==> config.mk <==
export PLATFORM = sky130hd
export DESIGN_NAME = dbf_halt_monitor
export DESIGN_NICKNAME = d
export VERILOG_FILES = /design/src/rtl/dbf_halt_monitor.sv
export SDC_FILE = /design/constraint.sdc
export NUM_CORES = 1
export LEC_CHECK = 0
export CAP_MARGIN = 20
export CORE_AREA = 2 2 39 41
export CTS_CLUSTER_SIZE = 10
export DETAILED_ROUTE_END_ITERATION = 12
export DIE_AREA = 0 0 41 43
export GPL_TIMING_DRIVEN = 0
export PLACE_DENSITY = 0.54
export SLEW_MARGIN = 40
export SYNTH_ARGS = -nofsm -noshare
export SYNTH_HDL_FRONTEND = slang
export SYNTH_SLANG_ARGS = --single-unit
==> constraint.sdc <==
create_clock -name clk -period 1.2 [get_ports clk]
set_input_delay 0.24 -clock clk [delete_from_list [all_inputs] [get_ports clk]]
set_output_delay 0.24 -clock clk [all_outputs]
set_load 0.02 [all_outputs]
==> src/rtl/dbf_halt_monitor.sv <==
module dbf_halt_monitor #(
  parameter int RST_PULSE_CYCLES = 4
) (
  input  logic clk,
  input  logic rst_n,
  input  logic bus_err,
  input  logic exc_start,
  input  logic handler_fetch,
  input  logic first_insn,
  input  logic rte_frame_load,
  input  logic hm_enable,
  output logic halt_n,
  output logic rst_req
);
  localparam int CW = $clog2(RST_PULSE_CYCLES + 1);

  logic          startup_open;
  logic          exc_open;
  logic          halted;
  logic [CW-1:0] pulse_cnt;
  logic          fault;

  assign fault   = !halted && bus_err && (startup_open || exc_open || rte_frame_load);
  assign halt_n  = !halted;
  assign rst_req = (pulse_cnt != '0);

  always_ff @(posedge clk) begin
    if (!rst_n) begin
      startup_open <= 1'b1;
      exc_open     <= 1'b0;
    end else if (!halted) begin
      if (first_insn)         startup_open <= 1'b0;
      if (handler_fetch)      exc_open     <= 1'b0;
      else if (exc_start)     exc_open     <= 1'b1;
    end
  end

  always_ff @(posedge clk) begin
    if (!rst_n) begin
      halted    <= 1'b0;
      pulse_cnt <= '0;
    end else if (fault) begin
      halted    <= 1'b1;
      pulse_cnt <= hm_enable ? CW'(RST_PULSE_CYCLES) : '0;
    end else if (pulse_cnt != '0) begin
      pulse_cnt <= pulse_cnt - 1'b1;
    end
  end
endmodule


Word level (Yosys, flattened, before mapping)
Cells that the tools add are included.
- add/subtract/negate cells: 1
- multiplexer cells: 5
- bitwise gates (word level): 1
- reduce and logical (&&, ||, !) cells: 10
- operators with widths (kind ; number):
    2-to-1 mux 3 bit ; 3
    AND reduction 2 bit ; 2
    nonzero test 2 bit ; 2
    nonzero test 3 bit ; 1
    subtractor 3 x 1 -> 3 bit, second input constant ; 1
    logical AND 1 bit ; 2
    logical OR 1 bit ; 2
    2-to-1 mux 1 bit ; 2
    logical NOT 1 bit ; 1
    inverter 1 bit ; 1
- register bits after elaboration: 6
- output and inout port bits: 2
- logic and storage cells: 21

Depth between registers and ports, before layout
- depth in word-level cells: 4
- depth in mapped cells: 5
- gate-level depth less buffers: 5

Worst setup path after synthesis
OpenSTA, ideal clock, no wires.
- kind: flip-flop to flip-flop
- start: register pulse_cnt[0]
- end: register pulse_cnt[0]
- arrival: 1.065 ns
- required time: 1.084 ns
- setup slack: 0.020 ns
- stages on the path, launching flop included: 6
- buffers on the path: 0
- period minus slack after synthesis: 1.180 ns
- cells stage by stage: dfxtp_1 -> inv_1 -> ha_1 -> nand2b_1 -> xnor2_1 -> and3_1
- elaborated cells on any way between the ends: 5
- RTL lines (element ; RTL line ; text):
    start: declaration ; 20 ; logic [CW-1:0] pulse_cnt;
    start signal: assignment ; 44 ; pulse_cnt <= hm_enable ? CW'(RST_PULSE_CYCLES) : '0;
    start signal: assignment ; 46 ; pulse_cnt <= pulse_cnt - 1'b1;
    nonzero test 3 bit ; n/a ;
    via rst_req ; 13 ; output logic rst_req
    nonzero test 2 bit (no line) ; n/a ;
The timed path passes the listed nets, and every way through them passes these cells. The select of a mux whose other input is x is not followed.
A chain may end at the register's enable or synchronous reset.

Worst setup path after layout
- start: register pulse_cnt[1]
- end: output port rst_req
- cells in the longest elaborated chain, start to end: 1
- ends and longest elaborated chain (element ; RTL line ; text):
    nonzero test 3 bit ; 25 ; assign rst_req = (pulse_cnt != '0);
    end: declaration ; 13 ;
No other way between the ends.

==> results.json <==
{
  "dieArea_um2": 1760,
  "synth-seq-area-share_pct": 43.8,
  "maxSlewHeadroom_pct": 81.6,
  "portBuffers": 9,
  "drt_pass1_iterations": 3,
  "rows": 14,
  "clk_pin_slew_ns": 0.04,
  "synth_fp_nets": 40,
  "drive_gt1_share_pct": 35.6,
  "grt_pass1_vias": 255,
  "die_w_um": 41,
  "syn_area_per_cell_um2": 9.13,
  "die_h_um": 43,
  "cp_cell_sequence": "inv_2 -> ha_4 -> nand2b_4 -> buf_6",
  "synth.area.top_cells": "dfxtp_1, ha_1, inv_1",
  "layout.nets": 57,
  "p_total_mw": 0.988,
  "start_kind": "flop",
  "p_per_area_nw_per_um2": 2200,
  "fin_skew_ns": 0.000100,
  "drt-initial-drc-count": 5,
  "critPathArrivalTime_ns": 0.95,
  "p_int_mw": 0.673,
  "cts-htree-levels": 1,
  "timing.hold.ws_ns": 0.460,
  "synth_common_cells": "dfxtp_1, inv_1, a21oi_1, ha_1, nand2_1",
  "period_share_pct": 99.0,
  "design_area_um2": 449,
  "synth_edf_count": 0,
  "io_pins": 10,
  "max_slew.worst_pin.slew_ns": 0.272,
  "core-area_um2": 1380,
  "synth_async_sr_flop_share_pct": 0,
  "hpwl_um": 353,
  "min_path_type": "flop to flop",
  "synth-seq-cells": 6,
  "placed_cell_area_um2": 384,
  "end_kind": "output pin",
  "grt_max_degree": 6,
  "setup_viol": 0,
  "synth_ff_type": "dfxtp_1",
  "synth_largest_area_cell": "dfxtp_1",
  "sw_frac_of_total_pct": 31.9,
  "grt_usage_pct": 7.74,
  "start_util_pct": 19.8,
  "post_drt_wl_per_cell_um": 8.30,
  "p_clk_share_pct": 18.8,
  "timing.final.ws_setup_ns": 0.0124,
  "cts_buffers": 3,
  "fmaxAchievable_ghz": 0.842,
  "cpPeakStageDelay_ns": 0.32,
  "synthToLayoutAreaGrowth_pct": 63.9,
  "leakagePower_nw": 0.196,
  "maxCapViolCount": 0,
  "synth_top_cell_area_share_pct": 43.8,
  "fin_util_pct": 32.5,
  "ir_drop_uv": 670,
  "routed_wl_um": 506,
  "power_switching_mw": 0.315,
  "hold_violations": 0,
  "ys_warn_count": 0,
  "gp_congestion": 0.627,
  "grt_pass1_wl_um": 876,
  "tritoncts_num_sinks": 6,
  "status": "finished, final reports clean",
  "antennaDiodeCount": 0,
  "yosysUniqueCellTypes": 16,
  "slew_violations": 0,
  "seqPwrFrac_pct": 28.1,
  "drcViolationCount": 0,
  "crit_type": "flop to output pin",
  "antenna_found_initial": 0,
  "syn_area_um2": 274,
  "cts_max_path_buffers": 2,
  "crit_fanout": 2,
  "rsz0062_at_grt": "yes",
  "cts_root_buf": "clkbuf_4",
  "ant_nets": 0,
  "cts_tree": "done",
  "via_per_inst": 4.10,
  "crit_required_ns": 0.96,
  "period_minus_slack_ns": 1.19,
  "num_vias": 250,
  "insertion_delay_ns": 0.24,
  "combinationalPowerShare_pct": 53.1,
  "grt-ovfl-total": 0,
  "critPathSlowestCell": "dfxtp_2",
  "preCtsSetupSlack_ns": -0.381,
  "syn_inst": 30,
  "holdBufCountCts": 0
}
-- power groups by stage --
stage          Sequential [mW]  Combinational (mW)  Clock (mW)
6_report                 0.277               0.525       0.186
5_1_grt                  0.284               0.580       0.204
4_1_cts                  0.277               0.522       0.193
3_5_place_dp             0.269               0.348           0
3_3_place_gp             0.269               0.347           0
2_1_floorplan            0.265               0.243           0
-- worst max-delay path, delay by kind of cell, from the launching register on --
kind                       cells  cell delay (ns)
DFF                            1             0.32
buffers and inverters          2             0.16
adders and majority gates      1             0.16
and+or+nand+nor                1             0.07
-- worst paths after layout --
path / start / endpoint / slack [ns] / cells past startpoint
setup / recovery: pulse_cnt[1]$_SDFFE_PN0P_ / rst_req / 0.01 / 4
hold / removal: startup_open$_SDFFE_PN1P_ / startup_open$_SDFFE_PN1P_ / 0.46 / 2
setup reg to reg: pulse_cnt[1]$_SDFFE_PN0P_ / pulse_cnt[0]$_SDFFE_PN0P_ / 0.10 / 6
hold reg to reg: startup_open$_SDFFE_PN1P_ / startup_open$_SDFFE_PN1P_ / 0.46 / 2
-- registers in the layout (all words and copies together), names as in the netlist --
signal and count:
exc_open 1, halted 1, pulse_cnt 3, startup_open 1
-- cells by family after synthesis --
family          Yosys count  synth area share, %
simple gates              7                 14.6
mux                       1                 3.65
flops                     6                 43.8
xor+xnor                  1                 3.20
buf+inv                   6                 8.22
fa+ha+maj                 2                 9.13
compound gates            7                 17.3
-- metrics by stage --
| step | instances | TNS [ns] |
|---|---|---|
| after global routing | 61 | -0.0292 |
| final | 61 | 0 |
| after CTS | 61 | 0 |
| after floorplan | 30 | 0 |
| after detailed placement | 55 | -1.13 |
| after global placement | 55 | -1.09 |
-- per-layer routing --
layer  track usage (%)  vias up  wire, um
li1                  -      131         -
met1              8.71      111       231
met2              10.0        8       239
met3              3.14        0        35
met4              8.00        0         0
met5                 0        -         0
-- cell usage in the layout (no fill, tap or decap) --
master,Yosys,layout
nand2b_4,0,1
a21oi_1,3,3
mux2i_1,1,1
inv_2,0,2
o41ai_1,1,1
nor3_1,1,1
dfxtp_2,0,3
buf_6,0,1
and3_1,1,1
dfxtp_1,6,3
ha_1,2,1
nor2_1,1,1
ha_4,0,1
buf_2,0,1
clkdlybuf4s50_1,0,7
o2111a_1,1,1
or3_4,1,1
clkbuf_4,0,3
nand2_1,2,2
xnor2_1,1,1
a211oi_1,1,1
o21ai_0,1,1
inv_1,6,4
buf_4,0,3
-- timing repair --
action,CTS,global route
gates resized for setup,17,1
endpoints found under the hold margin,0,0
endpoints found under the setup margin,2,2
buffers inserted,3,0
-- final cells by class --
type / instances / area, um^2
Clock buffer: 3 / 22.5
Fill cell: 145 / 935
Inverter: 6 / 22.5
Multi-Input combinational cell: 18 / 151
Sequential cell: 6 / 124
Tap cell: 16 / 20.0
Timing Repair Buffer: 12 / 109
Note: power is estimated with default switching activity, not from simulation.
